### src/rtl/fir1b_pkg.sv
package fir1b_pkg;

    // Symmetric parabolic weight: w(k) == w(ntaps-1-k)
    function automatic int tap_weight(input int k, input int ntaps);
        return (k + 1) * (ntaps - k);
    endfunction

    // Sum of all weight magnitudes (weights are positive)
    function automatic longint weight_total(input int ntaps);
        longint s;
        s = 0;
        for (int k = 0; k < ntaps; k++) begin
            s = s + longint'(tap_weight(k, ntaps));
        end
        return s;
    endfunction

endpackage

### src/rtl/fir_coef_rom.sv
module fir_coef_rom
    import fir1b_pkg::*;
#(
    parameter int NTAPS  = 255,
    parameter int COEF_W = 22,
    parameter int NPORT  = 4,
    parameter int IDX_W  = 8
) (
    input  logic [NPORT-1:0][IDX_W-1:0]  idx,
    output logic [NPORT-1:0][COEF_W-1:0] coef
);
    // Only the first half of the symmetric set is stored
    localparam int HALF = (NTAPS + 1) / 2;

    function automatic logic [HALF*COEF_W-1:0] build_table();
        logic [HALF*COEF_W-1:0] t;
        t = '0;
        for (int k = 0; k < HALF; k++) begin
            t[k*COEF_W +: COEF_W] = COEF_W'(tap_weight(k, NTAPS));
        end
        return t;
    endfunction

    localparam logic [HALF*COEF_W-1:0] TABLE = build_table();

    for (genvar p = 0; p < NPORT; p++) begin : g_port
        logic [IDX_W-1:0] mir;
        always_comb begin
            if (int'(idx[p]) < HALF) begin
                mir = idx[p];
            end else if (int'(idx[p]) < NTAPS) begin
                mir = IDX_W'(NTAPS - 1) - idx[p];
            end else begin
                mir = '0;
            end
            coef[p] = TABLE[int'(mir)*COEF_W +: COEF_W];
        end
    end

endmodule

### src/rtl/fir_acc_bank.sv
module fir_acc_bank #(
    parameter int     NWIN   = 4,
    parameter int     DECIM  = 64,
    parameter int     COEF_W = 22,
    parameter int     ACC_W  = 31,
    parameter int     PH_W   = 6,
    parameter longint HSUM   = 1
) (
    input  logic                          clk,
    input  logic                          rst_n,
    input  logic                          bit_in,
    input  logic [PH_W-1:0]               ph,
    input  logic [NWIN-1:0][COEF_W-1:0]   coef,
    input  logic [NWIN-1:0]               tap_ok,
    output logic signed [ACC_W-1:0]       result
);
    typedef logic signed [ACC_W-1:0] acc_t;
    typedef struct packed {
        acc_t [NWIN-1:0] acc;
    } bank_s;

    localparam acc_t HSUM_A = acc_t'(HSUM);

    bank_s st_d, st_q;
    acc_t [NWIN-1:0] term;
    logic frame_end;

    // One-bit sample selects +h or -h; taps beyond the set add nothing
    for (genvar d = 0; d < NWIN; d++) begin : g_term
        acc_t cext;
        always_comb begin
            cext = acc_t'({{(ACC_W-COEF_W){coef[d][COEF_W-1]}}, coef[d]});
            if (!tap_ok[d]) begin
                term[d] = '0;
            end else if (bit_in) begin
                term[d] = cext;
            end else begin
                term[d] = -cext;
            end
        end
    end

    // Window d closes d frames from now; at a frame end all windows move down one slot
    always_comb begin
        frame_end = (ph == PH_W'(DECIM - 1));
        st_d      = st_q;
        result    = st_q.acc[0] + term[0];
        for (int d = 0; d < NWIN - 1; d++) begin
            if (frame_end) begin
                st_d.acc[d] = st_q.acc[d+1] + term[d+1];
            end else begin
                st_d.acc[d] = st_q.acc[d] + term[d];
            end
        end
        if (frame_end) begin
            st_d.acc[NWIN-1] = '0;
        end else begin
            st_d.acc[NWIN-1] = st_q.acc[NWIN-1] + term[NWIN-1];
        end
    end

    always_ff @(posedge clk) begin
        if (!rst_n) begin
            st_q <= '0;
        end else begin
            st_q <= st_d;
        end
    end

    for (genvar d = 0; d < NWIN; d++) begin : g_chk
        // a partial window never exceeds the total weight magnitude
        assert_acc_bound_R2: assert property (@(posedge clk) disable iff (!rst_n)
            (st_q.acc[d] <= HSUM_A) && (st_q.acc[d] >= -HSUM_A));
    end

endmodule

### src/rtl/pcm_round_sat.sv
module pcm_round_sat #(
    parameter int ACC_W    = 31,
    parameter int SHIFT    = 4,
    parameter int W_WIDE   = 18,
    parameter int W_NARROW = 16
) (
    input  logic signed [ACC_W-1:0]  acc,
    input  logic                     wide,
    output logic signed [W_WIDE-1:0] word
);
    localparam int SHIFT_N = SHIFT + W_WIDE - W_NARROW;

    typedef logic signed [ACC_W:0] ext_t;

    localparam ext_t RND_W = ext_t'(1) <<< (SHIFT - 1);
    localparam ext_t RND_N = ext_t'(1) <<< (SHIFT_N - 1);
    localparam ext_t MAX_W = (ext_t'(1) <<< (W_WIDE - 1)) - ext_t'(1);
    localparam ext_t MAX_N = (ext_t'(1) <<< (W_NARROW - 1)) - ext_t'(1);

    ext_t ax, rw, rn, r, hi, lo, rs;

    // round half up, R4 clamp to the selected range
    always_comb begin
        ax = ext_t'(acc);
        rw = (ax + RND_W) >>> SHIFT;
        rn = (ax + RND_N) >>> SHIFT_N;
        r  = wide ? rw : rn;
        hi = wide ? MAX_W : MAX_N;
        lo = ~hi;
        if (r > hi) begin
            rs = hi;
        end else if (r < lo) begin
            rs = lo;
        end else begin
            rs = r;
        end
        word = rs[W_WIDE-1:0];
    end

endmodule

### src/rtl/pcm_serial_tx.sv
module pcm_serial_tx #(
    parameter int W_WIDE   = 18,
    parameter int W_NARROW = 16,
    parameter int PH_W     = 6
) (
    input  logic [PH_W-1:0]   ph,
    input  logic              have,
    input  logic              wide,
    input  logic [W_WIDE-1:0] wl,
    input  logic [W_WIDE-1:0] wr,
    output logic              sdat,
    output logic              sen,
    output logic              srch
);
    localparam int SLOT_W = PH_W - 1;

    logic [SLOT_W-1:0] b, len, pos;
    logic [W_WIDE-1:0] w;

    // Upper half of the frame carries the right word, MSB first
    always_comb begin
        srch = ph[PH_W-1];
        b    = ph[SLOT_W-1:0];
        w    = srch ? wr : wl;
        len  = wide ? SLOT_W'(W_WIDE) : SLOT_W'(W_NARROW);
        sen  = have && (b < len);
        pos  = len - SLOT_W'(1) - b;
        sdat = sen ? w[pos] : 1'b0;
    end

endmodule

### src/rtl/fir1b_decim.sv
module fir1b_decim
    import fir1b_pkg::*;
#(
    parameter int NTAPS    = 255,
    parameter int DECIM    = 64,
    parameter int COEF_W   = 22,
    parameter int W_WIDE   = 18,
    parameter int W_NARROW = 16,
    parameter int SHIFT    = 4
) (
    input  logic clk,
    input  logic rst_n,
    input  logic bit_l,
    input  logic bit_r,
    input  logic wide_sel,
    output logic ser_dat,
    output logic ser_en,
    output logic ser_rch
);
    localparam int     PH_W       = $clog2(DECIM);
    localparam int     NWIN       = (NTAPS + DECIM - 1) / DECIM;
    localparam int     IDX_W      = $clog2(NWIN * DECIM);
    localparam int     ACC_W      = COEF_W + $clog2(NTAPS) + 1;
    localparam longint HSUM       = weight_total(NTAPS);
    localparam int     HALF_SLOTS = DECIM / 2;

    typedef logic signed [W_WIDE-1:0] word_t;
    typedef struct packed {
        logic [PH_W-1:0] ph;
        logic            have;
        logic            wide;
        word_t           wl;
        word_t           wr;
    } top_s;

    localparam word_t N_MAX = word_t'((1 << (W_NARROW - 1)) - 1);
    localparam word_t N_MIN = ~N_MAX;

    top_s st_d, st_q;

    logic [NWIN-1:0][IDX_W-1:0]  tap_idx;
    logic [NWIN-1:0]             tap_ok;
    logic [NWIN-1:0][COEF_W-1:0] coef;
    logic                        frame_end;
    logic [1:0]                  bits;
    word_t                       word_new [2];

    assign bits      = {bit_r, bit_l};
    assign frame_end = (st_q.ph == PH_W'(DECIM - 1));

    // Tap index seen by window d for the bit arriving now
    for (genvar d = 0; d < NWIN; d++) begin : g_tap
        assign tap_idx[d] = IDX_W'(d * DECIM + DECIM - 1) - IDX_W'(st_q.ph);
        assign tap_ok[d]  = ({1'b0, tap_idx[d]} < (IDX_W + 1)'(NTAPS));
    end

    fir_coef_rom #(
        .NTAPS (NTAPS),
        .COEF_W(COEF_W),
        .NPORT (NWIN),
        .IDX_W (IDX_W)
    ) u_rom (
        .idx (tap_idx),
        .coef(coef)
    );

    for (genvar c = 0; c < 2; c++) begin : g_ch
        logic signed [ACC_W-1:0] result;

        fir_acc_bank #(
            .NWIN  (NWIN),
            .DECIM (DECIM),
            .COEF_W(COEF_W),
            .ACC_W (ACC_W),
            .PH_W  (PH_W),
            .HSUM  (HSUM)
        ) u_bank (
            .clk   (clk),
            .rst_n (rst_n),
            .bit_in(bits[c]),
            .ph    (st_q.ph),
            .coef  (coef),
            .tap_ok(tap_ok),
            .result(result)
        );

        pcm_round_sat #(
            .ACC_W   (ACC_W),
            .SHIFT   (SHIFT),
            .W_WIDE  (W_WIDE),
            .W_NARROW(W_NARROW)
        ) u_rnd (
            .acc (result),
            .wide(wide_sel),
            .word(word_new[c])
        );
    end

    // Width and both words latch together at the frame end
    always_comb begin
        st_d    = st_q;
        st_d.ph = frame_end ? '0 : st_q.ph + PH_W'(1);
        if (frame_end) begin
            st_d.have = 1'b1;
            st_d.wide = wide_sel;
            st_d.wl   = word_new[0];
            st_d.wr   = word_new[1];
        end
    end

    always_ff @(posedge clk) begin
        if (!rst_n) begin
            st_q <= '0;
        end else begin
            st_q <= st_d;
        end
    end

    pcm_serial_tx #(
        .W_WIDE  (W_WIDE),
        .W_NARROW(W_NARROW),
        .PH_W    (PH_W)
    ) u_tx (
        .ph  (st_q.ph),
        .have(st_q.have),
        .wide(st_q.wide),
        .wl  (st_q.wl),
        .wr  (st_q.wr),
        .sdat(ser_dat),
        .sen (ser_en),
        .srch(ser_rch)
    );

    assert_word_hold_R5: assert property (@(posedge clk) disable iff (!rst_n)
        !frame_end |=> ($stable(st_q.wl) && $stable(st_q.wr) && $stable(st_q.wide)));

    assert_rch_right_R1: assert property (@(posedge clk) disable iff (!rst_n)
        (st_q.ph == PH_W'(HALF_SLOTS - 1)) |=> ser_rch);

    assert_rch_left_R1: assert property (@(posedge clk) disable iff (!rst_n)
        frame_end |=> !ser_rch);

    assert_narrow_range_R4: assert property (@(posedge clk) disable iff (!rst_n)
        (st_q.have && !st_q.wide) |->
            ($signed(st_q.wl) <= N_MAX && $signed(st_q.wl) >= N_MIN &&
             $signed(st_q.wr) <= N_MAX && $signed(st_q.wr) >= N_MIN));

    assert_quiet_R7: assert property (@(posedge clk) disable iff (!rst_n)
        !st_q.have |-> (!ser_en && !ser_dat));

endmodule

### config.mk
export PLATFORM = sky130hd
export DESIGN_NAME = fir1b_decim
export DESIGN_NICKNAME = d
export VERILOG_FILES = /design/src/rtl/fir1b_pkg.sv /design/src/rtl/fir_coef_rom.sv /design/src/rtl/fir_acc_bank.sv /design/src/rtl/pcm_round_sat.sv /design/src/rtl/pcm_serial_tx.sv /design/src/rtl/fir1b_decim.sv
export SDC_FILE = /design/constraint.sdc
export NUM_CORES = 1
export LEC_CHECK = 0
export ABC_AREA = 0
export BUFFER_PORTS_ARGS = -buffer_cell sky130_fd_sc_hd__buf_2
export CELL_PAD_IN_SITES_DETAIL_PLACEMENT = 1
export CELL_PAD_IN_SITES_GLOBAL_PLACEMENT = 1
export CORE_UTILIZATION = 49
export CTS_CLUSTER_SIZE = 10
export DETAILED_ROUTE_END_ITERATION = 8
export HOLD_SLACK_MARGIN = 0.08
export MAX_ROUTING_LAYER = met4
export PLACE_DENSITY = 0.78
export SLEW_MARGIN = 30
export SYNTH_ARGS = -nofsm -noshare
export SYNTH_HDL_FRONTEND = slang
export SYNTH_SLANG_ARGS = --single-unit
### constraint.sdc
create_clock -name clk -period 9.85 [get_ports clk]
set_input_delay 1.97 -clock clk [delete_from_list [all_inputs] [get_ports clk]]
set_output_delay 1.97 -clock clk [all_outputs]
set_load 0.005 [all_outputs]
Yosys cells after proc, flatten, opt, wreduce, memory -nomap -nowiden

Index checks and enable logic that the tools add are counted.

Logic and storage cells: 113
Bits in registers: 292
Input bits: 5
Output and inout port bits: 3

Multiply operators: 4
Bitwise logic cells: 2
$lt $le $gt $ge: 18
Shifts and indexed selects: 4
Reductions and logical operators: 2
Muxes and demuxes: 42
Equality and inequality tests: 1
$add $sub $neg: 27

Operators by type and width:

| kind                        | number |
|---|---|
| $shiftx 2816x14->22 const A | 4 |
| $mux 31                     | 22 |
| $add 31x31->31              | 8 |
| $neg 22->31                 | 4 |
| $lt 8x8->1 const B          | 12 |
| $mux 18                     | 5 |
| $add 31x5->32 const B       | 2 |
| $add 31x7->32 const B       | 2 |
| $gt 32x18->1                | 2 |
| $lt 32x32->1                | 2 |
| $mux 32                     | 2 |
| $mux 8                      | 8 |
| $mul 8x4->12 const B        | 4 |
| $not 17->32                 | 1 |
| $sub 8x8->8 const A         | 3 |
| $mux 17                     | 1 |
| $sub 1x7->8 const A         | 1 |
| $sub 2x7->8 const A         | 1 |
| $sub 7x6->8 const A         | 1 |
| $sub 8x6->8 const A         | 1 |
| $sub 6x6->7 const A         | 1 |
| $add 6x1->6 const B         | 1 |
| $eq 6x6->1 const B          | 1 |
| $lt 5x6->1 const B          | 1 |
| other kinds (9)             | 10 |

Longest topological paths before layout

Depth in word-level cells: 15
Mapped depth: 42
Mapped depth without buffers: 39

Hierarchy

From an unflattened synthesis, not the netlist that was laid out.

Cells, all modules: 5282
Area, all modules: 38066.5 µm²

Modules (own cells, without submodules):

| module                         | cells an instance | area an instance (µm²) | instances | sequential area each (µm²) |
|---|---|---|---|---|
| fir_acc_bank at g_ch[0].u_bank | 1757              | 12954.9                | 1         | 2482.4 |
| fir_acc_bank at g_ch[1].u_bank | 1729              | 12659.6                | 1         | 2482.4 |
| fir_coef_rom                   | 972               | 6234.7                 | 1         | 0.0 |
| pcm_round_sat                  | 297               | 1998.2                 | 2         | 0.0 |
| fir1b_decim                    | 198               | 1809.2                 | 1         | 880.8 |
| pcm_serial_tx                  | 32                | 411.6                  | 1         | 0.0 |

Worst setup path after synthesis

Ideal clock, no wire load.

Kind: register to register
Start: register st_q[41] in the netlist's numbering
End: register st_q[32] in the netlist's numbering
Period minus slack after synthesis: 8.777 ns
Stages on the path, launching flop included: 40
Buffers on the path: 8
Required time: 9.715 ns
Slack: 1.073 ns
Library setup time: 0.135 ns
Arrival: 8.642 ns
Cells stage by stage: dfxtp_1 > clkbuf_1 > clkbuf_1 > clkbuf_1 > buf_1 > clkbuf_1 > clkbuf_1 > buf_1 > o211ai_1 > o21ai_0 > nor2_1 > a21oi_1 > nand2_1 > nor3_1 > nor2_1 > xnor2_1 > ha_1 > a21oi_1 > [4 not listed] > and4b_1 > clkbuf_1 > nand2_1 > xor2_1 > a21oi_1 > ha_1 > nor3_1 > o2111ai_1 > a2111oi_0 > nand3_1 > a2111oi_0 > nand4_1 > nor4b_1 > a31oi_1 > nor3_1 > o22ai_2 > nor2_1 > a21oi_1

Longest elaborated chain between the ends: 15
Elaborated cells between the ends (all ways): 21
Those cells by class: add/sub (6); mul (1); order compare (5); eq/ne (1); shift (1); mux (7)

Ends and longest elaborated chain:

| what                                           | line                                                      | source |
|---|---|---|
| start, declared                                | fir1b_decim.sv:39                                         | `top_s st_d, st_q;` |
| start signal, assigned                         | fir1b_decim.sv:115                                        | `st_q <= st_d;` |
| $sub 6x6->7                                    | fir1b_decim.sv:53                                         | `assign tap_idx[d] = IDX_W'(d * DECIM + DECIM - 1) - IDX_W'(st_q.ph);` |
| $sub 2x7->8 or $lt 8x8->1 (tied branches)      | fir_coef_rom.sv:32, fir_coef_rom.sv:31, fir1b_decim.sv:54 |  |
| $mux 8                                         | fir_coef_rom.sv:31                                        | `end else if (int'(idx[p]) < NTAPS) begin` |
| $mux 8                                         | fir_coef_rom.sv:29                                        | `if (int'(idx[p]) < HALF) begin` |
| $mul 8x4->12                                   | fir_coef_rom.sv:36                                        | `coef[p] = TABLE[int'(mir)*COEF_W +: COEF_W];` |
| $shiftx 2816x14->22                            | fir_coef_rom.sv:36                                        |  |
| $neg 22->31                                    | fir_acc_bank.sv:38                                        | `term[d] = -cext;` |
| $mux 31                                        | fir_acc_bank.sv:35                                        | `end else if (bit_in) begin` |
| $mux 31                                        | fir_acc_bank.sv:33                                        | `if (!tap_ok[d]) begin` |
| $add 31x31->31                                 | fir_acc_bank.sv:47                                        | `result = st_q.acc[0] + term[0];` |
| $add 31x7->32 or $add 31x5->32 (tied branches) | pcm_round_sat.sv:26, pcm_round_sat.sv:25                  |  |
| $mux 32                                        | pcm_round_sat.sv:27                                       | `r = wide ? rw : rn;` |
| $lt 32x32->1                                   | pcm_round_sat.sv:32                                       | `end else if (r < lo) begin` |
| $mux 18                                        | pcm_round_sat.sv:32                                       |  |
| $mux 18                                        | pcm_round_sat.sv:30                                       | `if (r > hi) begin` |

Several ways; a longest one is shown, not always the timed one.
A chain may end at the register's enable or synchronous reset.

Worst setup path in the final report

Start: register st_q[38] in the netlist's numbering
End: register st_q[2] in the netlist's numbering

Same word-level chain as after synthesis.

==> run metrics <==
start-to-end type of the worst setup path reg -> reg; wire length of the first global-routing pass 169000 µm; Die ar. approximately 0.062 mm²; count of pins on the block boundary 8; floorplan die width between 200 and 250 µm; Port Buf Inserts 7; final worst-path cycle share 0.927; met2 usage in global routing 0.562; maximum number of pins on one net before global-route repair 164; startpoint of the worst register-to-register path st_q[38]; Core ar. roughly 0.060 mm²; post-synthesis cell area 0.0299 mm²; worst slew pin tran ~0.94 ns; cell with the most instances after synthesis nor2_1; Mapped Cells approximately 4200; fraction of final layout cells sized beyond drive strength 1 0.0654; leakage component of the power 13.7 nW; max-cap violation count 0; signal arrival time at the worst endpoint 9.54 ns; total wire length after detailed routing between 100000 and 150000 µm; GR Util met3 0.0363; R2R setup slack 0.72 ns; per-cell via count in the routed design 6.22; Final setup viols 0; clock buffers created by TritonCTS 40; RSZ-0062 raised after global routing no; grt ovf 0; DRC violation total after the first TritonRoute iteration 1939; Power Density 339 mW/mm²; Hold EP st_q[37]; Power, Total 0.0108 W; starting density of the core 0.495; vias post-DR 30300; maximum resistive drop on vdd ~200 µV; post-layout min period slightly above 9 ns; cell type contributing the most total cell area after synthesis dfxtp_1; cells taking the most area after synthesis dfxtp_1 20%, ha_1 12%, nor2_1 7.1%, a21oi_1 6.5%, xnor2_1 5.5%; required time of the worst setup path 10.27 ns; number of clock sinks ~290; CTS tree yes; worst min-delay path class reg -> reg; share of async-settable or async-resettable flops after synthesis 0; cell at the root of the clock tree clkbuf_16; Max clock buf depth 3; synthesis warning total 0; final slew viol count 0; Vert. Die Dim 249 µm; average instance area after synthesis between 7 and 8 µm²; Placement Rows 90; number of cells on the worst reg-to-reg path 35; mean routed wirelength per cell 22.1 µm; Post-route DRC 0; number of synthesized register bits 292; nature of the critical path endpoint flip-flop; setup_tns 0 ns; H-tree lvl count 2; destination of the worst register-to-register timing path st_q[2]; kind of launch point of the worst setup path flip-flop; fraction of synthesized cell area taken by the top area cell type 0.196; antenna violations before repair 3; sequential element share of the synthesized area 0.196; count of flip-flops with a built-in enable after synthesis 0; Clock transition at path regs approximately 0.060 ns; ranking of synthesized cells by instance count 565 x nor2_1, 426 x nand2_1, 389 x a21oi_1; count of distinct cell types in the synthesized netlist 115; maximum cell stage delay along the critical path between 0.7 and 0.8 ns; Hold Crit Start st_q[37]; most used routing layer met2; Max-Slew Margin vs Limit 0.373; Skew-Pair Late Insertion Delay around 0.60 ns; global placement routability congestion 0.998; highest clock frequency the design can meet 110 MHz; highest net fanout along the worst path 18; most frequent cell on the critical path ha_1; depth of the worst hold-timing path 2; CP max stage cell a211oi_1; net count reported at finish 4350; worst slack on hold paths 0.472 ns; via count of the first global-routing pass 30100; prevailing post-synth register cell dfxtp_1; post-route ant nets 0; Hold Fails Final Rpt 0; growth of design area from synthesis to finish 6.96%; HPWL reported at the end of detailed placement 80700 µm; synthesized netlist net count 4456; total routing usage reported by global routing 0.350; drt pass-1 iters 5; Worst Clk Skew approximately 0.021 ns; result of the run finished clean; met1 Usage GRT 0.454
## registers in the layout (all words and copies together) (netlist names)
signal            flops
g_ch.u_bank.st_q    248
st_q                 44
## layout make-up
| class | instances | area, µm² |
|---|---|---|
| diodes | 3 | 7.51 |
| clock inverters | 11 | 119 |
| well taps | 782 | 978 |
| repair buffers | 75 | 567 |
| flip-flops and latches | 292 | 5850 |
| fillers | 7787 | 28400 |
| multi-input cells | 3458 | 22600 |
| clock buffers | 59 | 1150 |
| inverters | 187 | 707 |
## power breakdown
part	total [W]	switching [W]	internal, W	leakage (nW)
registers	0.00172	0.000139	0.00158	2.42
clock network	0.00145	0.000635	0.000819	0.618
logic	0.00767	0.00488	0.00279	10.7
## stage by stage
| stage | setup WS, ns | instance area [µm²] | std cells | utilization |
|---|---|---|---|---|
| after CTS | 0.284 | 31900 | 4862 | 0.529 |
| final | 0.722 | 32000 | 4867 | 0.530 |
| after detailed placement | 0.325 | 30600 | 4792 | 0.507 |
| after floorplan | 1.07 | 29900 | 4160 | - |
| after global placement | 0.618 | 30600 | 4792 | 0.507 |
| after global routing | 0.0708 | 32000 | 4866 | 0.530 |
## how the worst max path moves through the flow
stage          startpoint  slack (ns)  endpoint  cells past startpoint
6_report         st_q[38]        0.72   st_q[2]                     35
5_1_grt          st_q[38]        0.07  st_q[19]                     40
4_1_cts          st_q[38]        0.28  st_q[27]                     39
3_5_place_dp     st_q[38]        0.32  st_q[27]                     39
3_3_place_gp     st_q[38]        0.62  st_q[32]                     39
2_1_floorplan    st_q[41]        1.07  st_q[32]                     39
## metal layers
| layer | routed length [µm] | vias up |
|---|---|---|
| met1 | 49700 | 14800 |
| met5 | 0 | - |
| met2 | 49100 | 693 |
| met4 | 4020 | 0 |
| li1 | - | 14600 |
| met3 | 5010 | 212 |
## layout by cell type (no fill, tap or decap), types with 62 or more instances in the layout
cell	synthesis	final
nor3_1	108	106
buf_4	1	68
xor2_1	130	129
dfxtp_1	292	288
nor2_1	565	563
ha_1	283	281
nand2_1	426	425
a211oi_1	62	62
o21ai_0	229	229
a21oi_1	389	389
inv_1	183	182
nand3_1	104	104
xnor2_1	189	186
## kinds of logic (layout without fill, tap and decap cells)
| group | after synthesis | after routing | synth area share |
|---|---|---|---|
| flops | 292 | 292 | 0.196 |
| compound gates | 1148 | 1148 | 0.246 |
| simple gates | 1628 | 1628 | 0.258 |
| mux | 68 | 68 | 0.0294 |
| other cells | 2 | 5 | 0.000251 |
| xor+xnor | 321 | 321 | 0.0946 |
| buf+inv | 410 | 332 | 0.0527 |
| fa+ha+maj | 291 | 291 | 0.124 |
## critical path: cells and delay by family, from the launching register on
kind | cells | cell delay (ns)
AO/OA/AOI/OAI | 12 | 2.92
XOR/XNOR | 1 | 0.25
adder cells (fa/ha/maj) | 4 | 1.30
buffers and inverters | 3 | 0.49
flip-flops | 1 | 0.33
multiplexers | 1 | 0.40
AND/OR/NAND/NOR | 14 | 3.25
## what timing repair did
action | CTS | global route
endpoints found under the setup margin | 0 | 17
buffers inserted | 0 | 2
gates resized for setup | 0 | 10
hold buffers | 0 | 0
Note: power is estimated with default switching activity, not from simulation.
